File: src/rtl/dmal_pkg.sv
package dmal_pkg;

    typedef enum logic [2:0] {
        ST_IDLE,
        ST_REQ,
        ST_WAIT,
        ST_LOAD,
        ST_RESTART,
        ST_DRAIN
    } ldr_state_e;

endpackage

File: src/rtl/dmal_ptr_check.sv
module dmal_ptr_check #(
    parameter int PTR_W       = 64,
    parameter int ALIGN_BYTES = 64,
    localparam int ALIGN_W    = $clog2(ALIGN_BYTES)
) (
    input  logic [PTR_W-1:0] ptr_i,
    output logic             is_zero_o,
    output logic             misaligned_o
);
    // The pointer is classified before any fetch is allowed.
    always_comb begin
        is_zero_o    = (ptr_i == '0);
        misaligned_o = |ptr_i[ALIGN_W-1:0];
    end
endmodule

File: src/rtl/dmal_addr_gen.sv
module dmal_addr_gen #(
    parameter int PTR_W  = 64,
    parameter int WORD_W = 32,
    parameter int IDX_W  = 3,
    localparam int BYTE_SH = $clog2(WORD_W / 8)
) (
    input  logic [PTR_W-1:0] base_i,
    input  logic [IDX_W-1:0] idx_i,
    output logic [PTR_W-1:0] addr_o
);
    always_comb begin
        addr_o = base_i + (PTR_W'(idx_i) << BYTE_SH);
    end
endmodule

File: src/rtl/dmal_word_store.sv
module dmal_word_store #(
    parameter int WORD_W  = 32,
    parameter int N_WORDS = 8,
    localparam int IDX_W  = $clog2(N_WORDS)
) (
    input  logic                      clk,
    input  logic                      rst_n,
    input  logic                      wr_en_i,
    input  logic [IDX_W-1:0]          wr_idx_i,
    input  logic [WORD_W-1:0]         wr_data_i,
    output logic [N_WORDS*WORD_W-1:0] words_o
);
    for (genvar g = 0; g < N_WORDS; g++) begin : g_word
        logic [WORD_W-1:0] word_d, word_q;

        always_comb begin
            word_d = word_q;
            if (wr_en_i && (wr_idx_i == IDX_W'(g))) begin
                word_d = wr_data_i;
            end
        end

        always_ff @(posedge clk or negedge rst_n) begin
            if (!rst_n) begin
                word_q <= '0;
            end else begin
                word_q <= word_d;
            end
        end

        assign words_o[g*WORD_W +: WORD_W] = word_q;
    end
endmodule

File: src/rtl/dma_desc_loader.sv
module dma_desc_loader #(
    parameter int WORD_W      = 32,
    parameter int ALIGN_BYTES = 64,
    localparam int PTR_W      = 2 * WORD_W
) (
    input  logic              clk,
    input  logic              rst_n,
    input  logic              blk_done_i,
    input  logic [PTR_W-1:0]  link_ptr_i,
    input  logic              abort_i,
    output logic              rd_req_o,
    output logic [PTR_W-1:0]  rd_addr_o,
    input  logic              rd_ready_i,
    input  logic              rsp_valid_i,
    input  logic [WORD_W-1:0] rsp_data_i,
    input  logic              rsp_err_i,
    output logic              load_o,
    output logic [WORD_W-1:0] ctrl_o,
    output logic [WORD_W-1:0] xfer_size_o,
    output logic [PTR_W-1:0]  src_addr_o,
    output logic [PTR_W-1:0]  dst_addr_o,
    output logic [PTR_W-1:0]  next_ptr_o,
    output logic              restart_o,
    output logic              tc_o,
    output logic              err_o,
    output logic              aborted_o,
    output logic              busy_o
);
    import dmal_pkg::*;

    // The record layout is fixed at eight words; field slots below depend on it.
    localparam int N_WORDS            = 8;
    localparam int IDX_W              = $clog2(N_WORDS);
    localparam logic [IDX_W-1:0] LAST = IDX_W'(N_WORDS - 1);

    typedef struct packed {
        ldr_state_e       state;
        logic [IDX_W-1:0] idx;
        logic [PTR_W-1:0] base;
        logic             tc;
        logic             err;
        logic             abrt;
    } ctx_t;

    ctx_t ctx_d, ctx_q;

    logic                      ptr_zero, ptr_misal;
    logic                      wr_en;
    logic [N_WORDS*WORD_W-1:0] words;

    dmal_ptr_check #(
        .PTR_W       (PTR_W),
        .ALIGN_BYTES (ALIGN_BYTES)
    ) ptr_check_i (
        .ptr_i        (link_ptr_i),
        .is_zero_o    (ptr_zero),
        .misaligned_o (ptr_misal)
    );

    dmal_addr_gen #(
        .PTR_W  (PTR_W),
        .WORD_W (WORD_W),
        .IDX_W  (IDX_W)
    ) addr_gen_i (
        .base_i (ctx_q.base),
        .idx_i  (ctx_q.idx),
        .addr_o (rd_addr_o)
    );

    dmal_word_store #(
        .WORD_W  (WORD_W),
        .N_WORDS (N_WORDS)
    ) word_store_i (
        .clk       (clk),
        .rst_n     (rst_n),
        .wr_en_i   (wr_en),
        .wr_idx_i  (ctx_q.idx),
        .wr_data_i (rsp_data_i),
        .words_o   (words)
    );

    always_comb begin
        ctx_d      = ctx_q;
        ctx_d.tc   = 1'b0;
        ctx_d.err  = 1'b0;
        ctx_d.abrt = 1'b0;
        wr_en      = 1'b0;

        unique case (ctx_q.state)
            ST_IDLE: begin
                if (blk_done_i) begin
                    if (ptr_zero) begin
                        ctx_d.tc = 1'b1;
                    end else if (ptr_misal) begin
                        ctx_d.err = 1'b1;
                    end else begin
                        ctx_d.base  = link_ptr_i;
                        ctx_d.idx   = '0;
                        ctx_d.state = ST_REQ;
                    end
                end
            end
            ST_REQ: begin
                if (abort_i) begin
                    ctx_d.abrt  = 1'b1;
                    // A request accepted in the same cycle still owes a response.
                    ctx_d.state = rd_ready_i ? ST_DRAIN : ST_IDLE;
                end else if (rd_ready_i) begin
                    ctx_d.state = ST_WAIT;
                end
            end
            ST_WAIT: begin
                if (abort_i) begin
                    ctx_d.abrt  = 1'b1;
                    ctx_d.state = rsp_valid_i ? ST_IDLE : ST_DRAIN;
                end else if (rsp_valid_i) begin
                    if (rsp_err_i) begin
                        ctx_d.err   = 1'b1;
                        ctx_d.state = ST_IDLE;
                    end else begin
                        wr_en = 1'b1;
                        if (ctx_q.idx == LAST) begin
                            ctx_d.state = ST_LOAD;
                        end else begin
                            ctx_d.idx   = ctx_q.idx + 1'b1;
                            ctx_d.state = ST_REQ;
                        end
                    end
                end
            end
            ST_LOAD: begin
                ctx_d.state = ST_RESTART;
            end
            ST_RESTART: begin
                ctx_d.state = ST_IDLE;
            end
            ST_DRAIN: begin
                if (rsp_valid_i) begin
                    ctx_d.state = ST_IDLE;
                end
            end
            default: begin
                ctx_d.state = ST_IDLE;
            end
        endcase
    end

    always_ff @(posedge clk or negedge rst_n) begin
        if (!rst_n) begin
            ctx_q <= '{state: ST_IDLE, idx: '0, base: '0, tc: 1'b0, err: 1'b0, abrt: 1'b0};
        end else begin
            ctx_q <= ctx_d;
        end
    end

    always_comb begin
        rd_req_o    = (ctx_q.state == ST_REQ);
        load_o      = (ctx_q.state == ST_LOAD);
        restart_o   = (ctx_q.state == ST_RESTART);
        busy_o      = (ctx_q.state != ST_IDLE);
        tc_o        = ctx_q.tc;
        err_o       = ctx_q.err;
        aborted_o   = ctx_q.abrt;
        ctrl_o      = words[0*WORD_W +: WORD_W];
        xfer_size_o = words[1*WORD_W +: WORD_W];
        src_addr_o  = {words[3*WORD_W +: WORD_W], words[2*WORD_W +: WORD_W]};
        dst_addr_o  = {words[5*WORD_W +: WORD_W], words[4*WORD_W +: WORD_W]};
        next_ptr_o  = {words[7*WORD_W +: WORD_W], words[6*WORD_W +: WORD_W]};
    end
endmodule

File: config.mk
export PLATFORM = sky130hd
export DESIGN_NAME = dma_desc_loader
export DESIGN_NICKNAME = d
export VERILOG_FILES = /design/src/rtl/dmal_pkg.sv /design/src/rtl/dmal_ptr_check.sv /design/src/rtl/dmal_addr_gen.sv /design/src/rtl/dmal_word_store.sv /design/src/rtl/dma_desc_loader.sv
export SDC_FILE = /design/constraint.sdc
export NUM_CORES = 1
export LEC_CHECK = 0
export BUFFER_PORTS_ARGS = -buffer_cell sky130_fd_sc_hd__buf_4
export CAP_MARGIN = 25
export CORE_ASPECT_RATIO = 1.1
export CORE_MARGIN = 3
export CORE_UTILIZATION = 47
export DETAILED_ROUTE_END_ITERATION = 7
export PLACE_DENSITY_LB_ADDON = 0.25
export SYNTH_ARGS = -nofsm -noshare
export SYNTH_HDL_FRONTEND = slang
export SYNTH_SLANG_ARGS = --single-unit
File: constraint.sdc
create_clock -name clk -period 2.2 [get_ports clk]
set_input_delay 0 -clock clk [delete_from_list [all_inputs] [get_ports clk]]
set_output_delay 0 -clock clk [all_outputs]
set_load 0.05 [all_outputs]
# Word level (Yosys, flattened, before mapping)
# Cells that the tools add are included.
# word_totals
register_bits	329
in_bits	103
elab_cells	89
# op_classes
add_sub_neg	2
eq_ne	22
mux	31
bitwise	2
n_reduce_logical	18
# ops
cell	count
$mux W70	2
$mux W72	1
$add A64 B5 Y64	1
$logic_not A64 Y1	1
$mux W3	9
$eq A3 B3 Y1 const B	6
$ne A2 B2 Y1 const B	8
$pmux W3 S5	1
$mux W1	13
$eq A3 B2 Y1 const B	4
$logic_and A1 B1 Y1	8
$reduce_and A8 Y1	1
$eq A3 B1 Y1 const B	2
$logic_not A3 Y1	2
$mux W6	1
$pmux W3 S2	1
$reduce_and A6 Y1	1
$reduce_or A6 Y1	1
$mux W2	2
$reduce_and A4 Y1	1
$add A3 B1 Y3 const B	1
$ne A3 B2 Y1 const B	1
$ne A3 B3 Y1 const B	1
$reduce_bool A3 Y1	1
other kinds (4)	5

# Longest topological paths before layout
# Gate-level depths: netlist (run 1).
# logic_depth
depth_word	6
mapped_depth	9
depth_no_buf	8

# Hierarchy
# From an unflattened synthesis (run 1), not the netlist that was laid out.
# hier_totals
hier_cells	977
area_unflattened_um2	14148.6
# by_module_without_submodules
module	instances	cells_each	area_each_um2
dmal_word_store	1	551	9620.5
dma_desc_loader	1	198	3002.9
dmal_addr_gen	1	205	1367.6
dmal_ptr_check	1	23	157.7

# Worst setup path before layout (run 1)
# No wires, ideal clock.
# synth_path
path_type	register to output
from	register ctx_q[67] (netlist name)
to	output port rd_addr_o[38]
arrival_time_ps	2739
setup_slack_ps	-539
path_stages_with_launch	10
path_buffers	1
cell_sequence	dfrtp_1 > ha_1 > inv_1 > fa_1 > nor2b_1 > o2111a_1 > and4_1 > clkbuf_1 > nand4_1 > xnor2_1
# synth_between
elab_chain_cells	1
# synth_rtl
item	line_no	text
start: declaration	dma_desc_loader.sv:45	ctx_t ctx_d, ctx_q;
start signal: assignment	dma_desc_loader.sv:150	ctx_q <= '{state: ST_IDLE, idx: '0, base: '0, tc: 1'b0, err: 1'b0, abrt: 1'b0};
start signal: assignment	dma_desc_loader.sv:152	ctx_q <= ctx_d;
$add A64 B5 Y64	dmal_addr_gen.sv:12	addr_o = base_i + (PTR_W'(idx_i) << BYTE_SH);
end: declaration	dma_desc_loader.sv:12	output logic [PTR_W-1:0] rd_addr_o,
# Every way passes these cells.

# Worst setup path in the final report (run 1)
# layout_path
from	register ctx_q[67] (netlist name)
to	output port rd_addr_o[44]
# Same word-level chain as after synthesis.

==> results of run 1 <==
-- worst paths after layout --
check | end | slack (ns) | depth (start not counted)
setup / recovery | rd_addr_o[44] | -0.67 | 10
min in group clk | ctx_q[71]$_DFFE_PN0P_ | 0.13 | 5
hold reg to reg | word_store_i.g_word[2].word_q[18]$_DFFE_PN0P_ | 0.50 | 1
setup reg to reg | word_store_i.g_word[1].word_q[4]$_DFFE_PN0P_ | 0.06 | 6
max in group asynchronous | ctx_q[41]$_DFFE_PN0P_ | 1.38 | 3
hold / removal | ctx_q[36]$_DFFE_PN0P_ | 0.001 | 2
-- layer usage --
metal | vias to the layer above | track usage [%] | part of all wire [%]
met2 | 595 | 50.27 | 51
met5 | - | 0 | 0
li1 | 4769 | - | -
met3 | 173 | 7.208 | 7.8
met1 | 5772 | 32.74 | 35
met4 | 0 | 14.74 | 6.0
-- layout make-up --
type,count,area [um^2]
Sequential cell,329,8242
Multi-Input combinational cell,597,6803
Fill cell,1611,6462
Timing Repair Buffer,642,5683
Clock buffer,51,1089
Tap cell,368,460.4
Clock inverter,14,221.5
Inverter,19,71.32
Antenna cell,1,2.502
-- kinds of logic after synthesis --
family                     after synthesis  share of synthesized area [%]
and+or+nand+nor                        190                          7.822
muxes                                  316                          25.32
adders and majority gates               10                         0.9443
DFF                                    329                          58.62
buffers and inverters                   63                          2.548
AOI/OAI and AO/OA                       21                          1.007
xor gates and xnor gates                60                          3.742
-- state kept, by name, indices dropped and copies added, names as in the netlist --
signal / flops
tc_o: 1
word_store_i.g_word.word_q: 256
aborted_o: 1
err_o: 1
ctx_q: 70
-- power by group through the flow --
| stage | sequential [uW] | combinational [uW] | clock (uW) |
|---|---|---|---|
| after detailed placement | 7610 | 7800 | 0 |
| after floorplan | 9830 | 2710 | 0 |
| after global placement | 7560 | 7720 | 0 |
| after CTS | 7530 | 8220 | 6570 |
| final | 7590 | 8600 | 6500 |
| after global routing | 7700 | 8900 | 6850 |
-- critical path: cells and delay by family (launching register included) --
kind	cells	cell delay, ns
adders and majority gates	2	0.55
and+or+nand+nor	3	0.54
AOI/OAI and AO/OA	1	0.28
DFF	1	0.35
xor gates and xnor gates	1	0.23
buffers and inverters	3	0.40
-- synth_stat cells, types with 3 or more instances --
| cell type | number |
|---|---|
| nand2b_1 | 4 |
| o21ai_0 | 5 |
| buf_2 | 25 |
| ha_1 | 9 |
| o22ai_1 | 3 |
| nand3_1 | 23 |
| and3_1 | 10 |
| nor4_1 | 19 |
| nand2_1 | 38 |
| nor2_1 | 23 |
| xor2_1 | 34 |
| mux2_2 | 308 |
| and2_1 | 6 |
| mux2_1 | 6 |
| clkbuf_1 | 5 |
| nand2_4 | 3 |
| xnor2_1 | 26 |
| nor2b_1 | 5 |
| nor3_1 | 25 |
| inv_1 | 19 |
| a21oi_1 | 4 |
| buf_6 | 11 |
| and4_1 | 7 |
| nand4_1 | 12 |
| dfrtp_1 | 329 |
-- metrics by stage --
stage	util, %	power, uW
2_1_floorplan	-	12540
3_3_place_gp	66.08	15280
3_5_place_dp	66.08	15410
4_1_cts	76.23	22320
5_1_grt	77.74	23440
6_report	77.74	22690
-- repair_timing --
item | CTS | global route
hold endpoints to repair | 649 | 0
cloned | 1 | 0
hold buffers | 98 | 0
setup endpoints to repair | 60 | 167
pin swaps | 45 | 44
setup buffers | 12 | 13
gates resized for setup | 115 | 69
==> metrics.yaml, run 1 <==
status: "finished, violations left"
failed_checks: "setup timing"
power.switching_uw: 8693
ys_warn_count: 0
preCtsSetupSlack_ns: -0.2121
cts_sinks: 329
synth.largest_area_cell: "dfrtp_1"
vias: 11309
clock_skew_ns: 0.01642
clock_tree.root_cell: "clkbuf_16"
hp-class: "in2async"
dp_hpwl_um: 30240
ys_seq_elements: 329
dr.first_iter.drc_count: 690
tns_ns: -25.83
yosysTopAreaCellShare_pct: 58.62
startpoint_type: "flip-flop"
clk_path_buf_depth: 3
dp.cells: 1835
slew_headroom_pct: 64.22
arrival_ns: 2.87
wl_um: 49230
irDropWorstVdd_mv: 0.8381
h-tree-depth: 2
dpl_cell_area_um2: 19180
drive_gt1_share_pct: 64.04
critical_path.max_stage_delay_ns: 0.35
finish.instance_area_um2: 22570
p_int_uw: 13990
wire_per_inst_um: 24.36
fin_crit_ns: 2.873
drc: 0
clkPwrFrac_pct: 28.6
p_comb_share_pct: 37.9
die-area_um2: 31990
max_freq_ghz: 0.3481
grtUsageTotal_pct: 28.90
worst_pin_slew_ns: 0.5368
final_common_cell: "buf_4"
clock_latency_ns: 0.52
cp-startpoint: "ctx_q[67]$_DFFE_PN0P_"
dr.pass1.iters: 5
path_max_fanout: 4
critPathRequiredTime_ns: 2.20
drv_slew: 0
nNetsFinal: 1738
final-setup-viol-count: 57
stdcell_count: 2021
avgSynthCellArea_um2: 14.20
seq_area_frac_synth_pct: 58.62
port-buffer-count: 429
syn_area_um2: 14040
finalCritPeriodShare_pct: 130.6
ys_async_sr_fraction_pct: 100.0
synthTopCellsByArea: "dfrtp_1 (59%), mux2_2 (25%), xor2_1 (2.1%)"
syn-num-nets: 1102
hold_slack_ns: 0.0009818
io_pins: 430
grt.overflow.total: 0
cts_tree: "yes"
core_um2: 29030
vias_per_cell: 5.596
cp-end-kind: "output port"
p_leak_uw: 0.01193
clk_pin_slew_ns: 0.07
synthToLayoutAreaGrowth_pct: 60.71
setup_ws_ns: -0.6730
cp_cell_sequence: "ha_2, inv_2, fa_2, nor2b_2, o2111a_2, and4_1, buf_6, nand2_2, xnor2_4, buf_6"
rsz0062_at_grt: "yes"
gp_congestion: 0.8726
grt_pass1_vias: 12315
antenna_found_initial: 1
synth_cells: 989
final_cell_mix: "buf_4 (441), dfrtp_1 (322), mux2_2 (308)"
critPathSlowestCell: "dfrtp_1"
grt_max_degree: 69
hold_viol: 0
antenna_left: 0
start_util_pct: 48.37
path_common_cell: "buf_6"
pwr-share-seq_pct: 33.5
yosys.cell_types.count: 51
powerDensity_nw_per_um2: 1005
grt_pass1_wl_um: 71590
dieHeight_um: 187.3
cts_buffers: 36
rows: 65
r2r-start: "ctx_q[70]$_DFFE_PN0P_"
maxCapViolCount: 0
synth-edff-count: 0
crit_type: "reg2out"
switching_share_pct: 38.32
die_w_um: 170.8
synthFlopType: "dfrtp_1"
Power figures use the tool's default switching activity.
==> inputs of run 2 (changes only) <==
CORE_UTILIZATION = 50   (was 47)
GPL_TIMING_DRIVEN = 0   (was not set)
clock period = 3.7 ns   (was 2.2 ns; I/O delays follow)
==> metrics.yaml, run 2 (synthesized netlist as in run 1, its figures left out) <==
rsz0062_at_grt: "no"
wl_um: 40890
clk_pin_slew_ns: 0.06
finalCritPeriodShare_pct: 87.57
critPathSlowestCell: "o22ai_1"
cts_sinks: 329
die-area_um2: 30140
clk_path_buf_depth: 3
critPathRequiredTime_ns: 3.70
nNetsFinal: 1671
final-setup-viol-count: 0
multiInputGateArea_um2: 5454
drive_gt1_share_pct: 53.00
dp_hpwl_um: 28630
critical_path.max_stage_delay_ns: 0.48
fillCellCount: 1846
dr.first_iter.drc_count: 576
seq_area_um2: 8233
p_int_uw: 7506
vias_per_cell: 5.431
hold_slack_ns: 0.04301
switching_share_pct: 38.25
h-tree-depth: 2
dieHeight_um: 181.8
cts_tree: "yes"
wire_per_inst_um: 21.09
clkPwrFrac_pct: 27.3
worst_pin_slew_ns: 1.001
clock_tree.root_cell: "clkbuf_16"
hp-class: "in2reg"
path_delay_family: "simple AND/OR/NAND/NOR gates"
cp_cell_sequence: "ha_1, nand2_1, o22ai_1, nand4_4, buf_2, nor3_1, xor2_1, buf_4"
drv_slew: 0
hold_viol: 0
power.switching_uw: 4649
clock_latency_ns: 0.50
ctsResizeCount: 0
synthToLayoutAreaGrowth_pct: 41.57
final_common_cell: "buf_4"
crit_type: "reg2out"
maxCapViolCount: 0
startpoint_type: "flip-flop"
irDropWorstVdd_mv: 0.5808
fin_crit_ns: 3.240
final_cell_mix: "buf_4 (430), dfrtp_1 (329), mux2_2 (308)"
dr.pass1.iters: 4
max_freq_ghz: 0.3086
reg_top3: "word_store_i.g_word.word_q x256, ctx_q x70"
p_comb_share_pct: 35.5
largest_reg_flops: 256
ctsHoldBuffers: 101
grtUsageTotal_pct: 26.44
arrival_ns: 3.24
antenna_left: 0
p_leak_uw: 0.01068
core_um2: 27270
port-buffer-count: 429
top_register: "word_store_i.g_word.word_q"
grt_pass1_wl_um: 63090
die_w_um: 165.8
grt_pass1_vias: 10967
powerDensity_nw_per_um2: 611.3
crit_buf_inv: 2
rows: 63
clock_skew_ns: 0.01385
stdcell_count: 1939
antenna_found_initial: 1
vias: 10531
pwr-share-seq_pct: 37.2
cp-end-kind: "output port"
dp.cells: 1777
grt_max_degree: 122
slew_headroom_pct: 32.64
grt.overflow.total: 0
status: "finished, final reports clean"
cts_setup_buffers: 0
gp_congestion: 0.8838
io_pins: 430
drc: 0
path_max_fanout: 10
start_util_pct: 51.50
cts_buffers: 34
## run 2: worst min-delay path, stage by stage
cell,delay [ns]
buf_4,0.08
nor2_1,0.04
nand3_1,0.12
nor2_1,0.08
and3_1,0.17
## run 2: path summary, 6_finish.rpt
check                                                               from                                             to  slack, ns  cells after the start
setup / recovery                                   ctx_q[69]$_DFFE_PN0P_                                  rd_addr_o[39]       0.46                      8
setup reg to reg                                   ctx_q[72]$_DFFE_PN0P_                          ctx_q[57]$_DFFE_PN0P_       1.23                      7
max in group asynchronous                                          rst_n  word_store_i.g_word[1].word_q[25]$_DFFE_PN0P_       2.50                      3
min in group asynchronous                                          rst_n   word_store_i.g_word[0].word_q[2]$_DFFE_PN0P_       0.11                      2
hold / removal                                             link_ptr_i[2]                                 tc_o$_DFF_PN0_       0.04                      5
hold reg to reg            word_store_i.g_word[2].word_q[14]$_DFFE_PN0P_  word_store_i.g_word[2].word_q[14]$_DFFE_PN0P_       0.50                      1
## run 2: layout make-up
cell class	count	share of cell area [%]
Clock inverter	6	0.2958
Buffer	44	1.441
Multi-Input combinational cell	597	27.43
Antenna cell	1	0.01259
Sequential cell	329	41.41
Tap cell	357	2.247
Clock buffer	53	5.148
Timing Repair Buffer	533	21.66
Inverter	19	0.3587
## run 2: power groups by stage
| stage | sequential [uW] | combinational [uW] | clock, uW |
|---|---|---|---|
| floorplan | 5780 | 1520 | 0 |
| global placement | 4540 | 4150 | 0 |
| detailed placement | 4570 | 4210 | 0 |
| CTS | 4510 | 4320 | 3390 |
| global route | 4590 | 4490 | 3530 |
| finish | 4520 | 4310 | 3320 |
## run 2: metrics by stage
stage / total power [uW] / TNS (ns) / area (um^2) / setup slack (ns) / utilization, %
2_1_floorplan: 7302 / 0 / 14040 / 0.9606 / -
3_3_place_gp: 8692 / -108.31 / 17710 / -0.3650 / 64.94
3_5_place_dp: 8777 / 0 / 17770 / 0.9929 / 65.17
4_1_cts: 12220 / 0 / 19870 / 0.4389 / 72.85
5_1_grt: 12620 / 0 / 19880 / 0.2833 / 72.90
6_report: 12150 / 0 / 19880 / 0.4598 / 72.90
## run 2: metal layers
layer	routed length (um)	vias up	GRT usage (%)
met3	2597	115	6.009
met4	2042	0	12.21
li1	-	4666	-
met1	15730	5326	31.64
met2	20520	424	45.69
met5	0	-	0
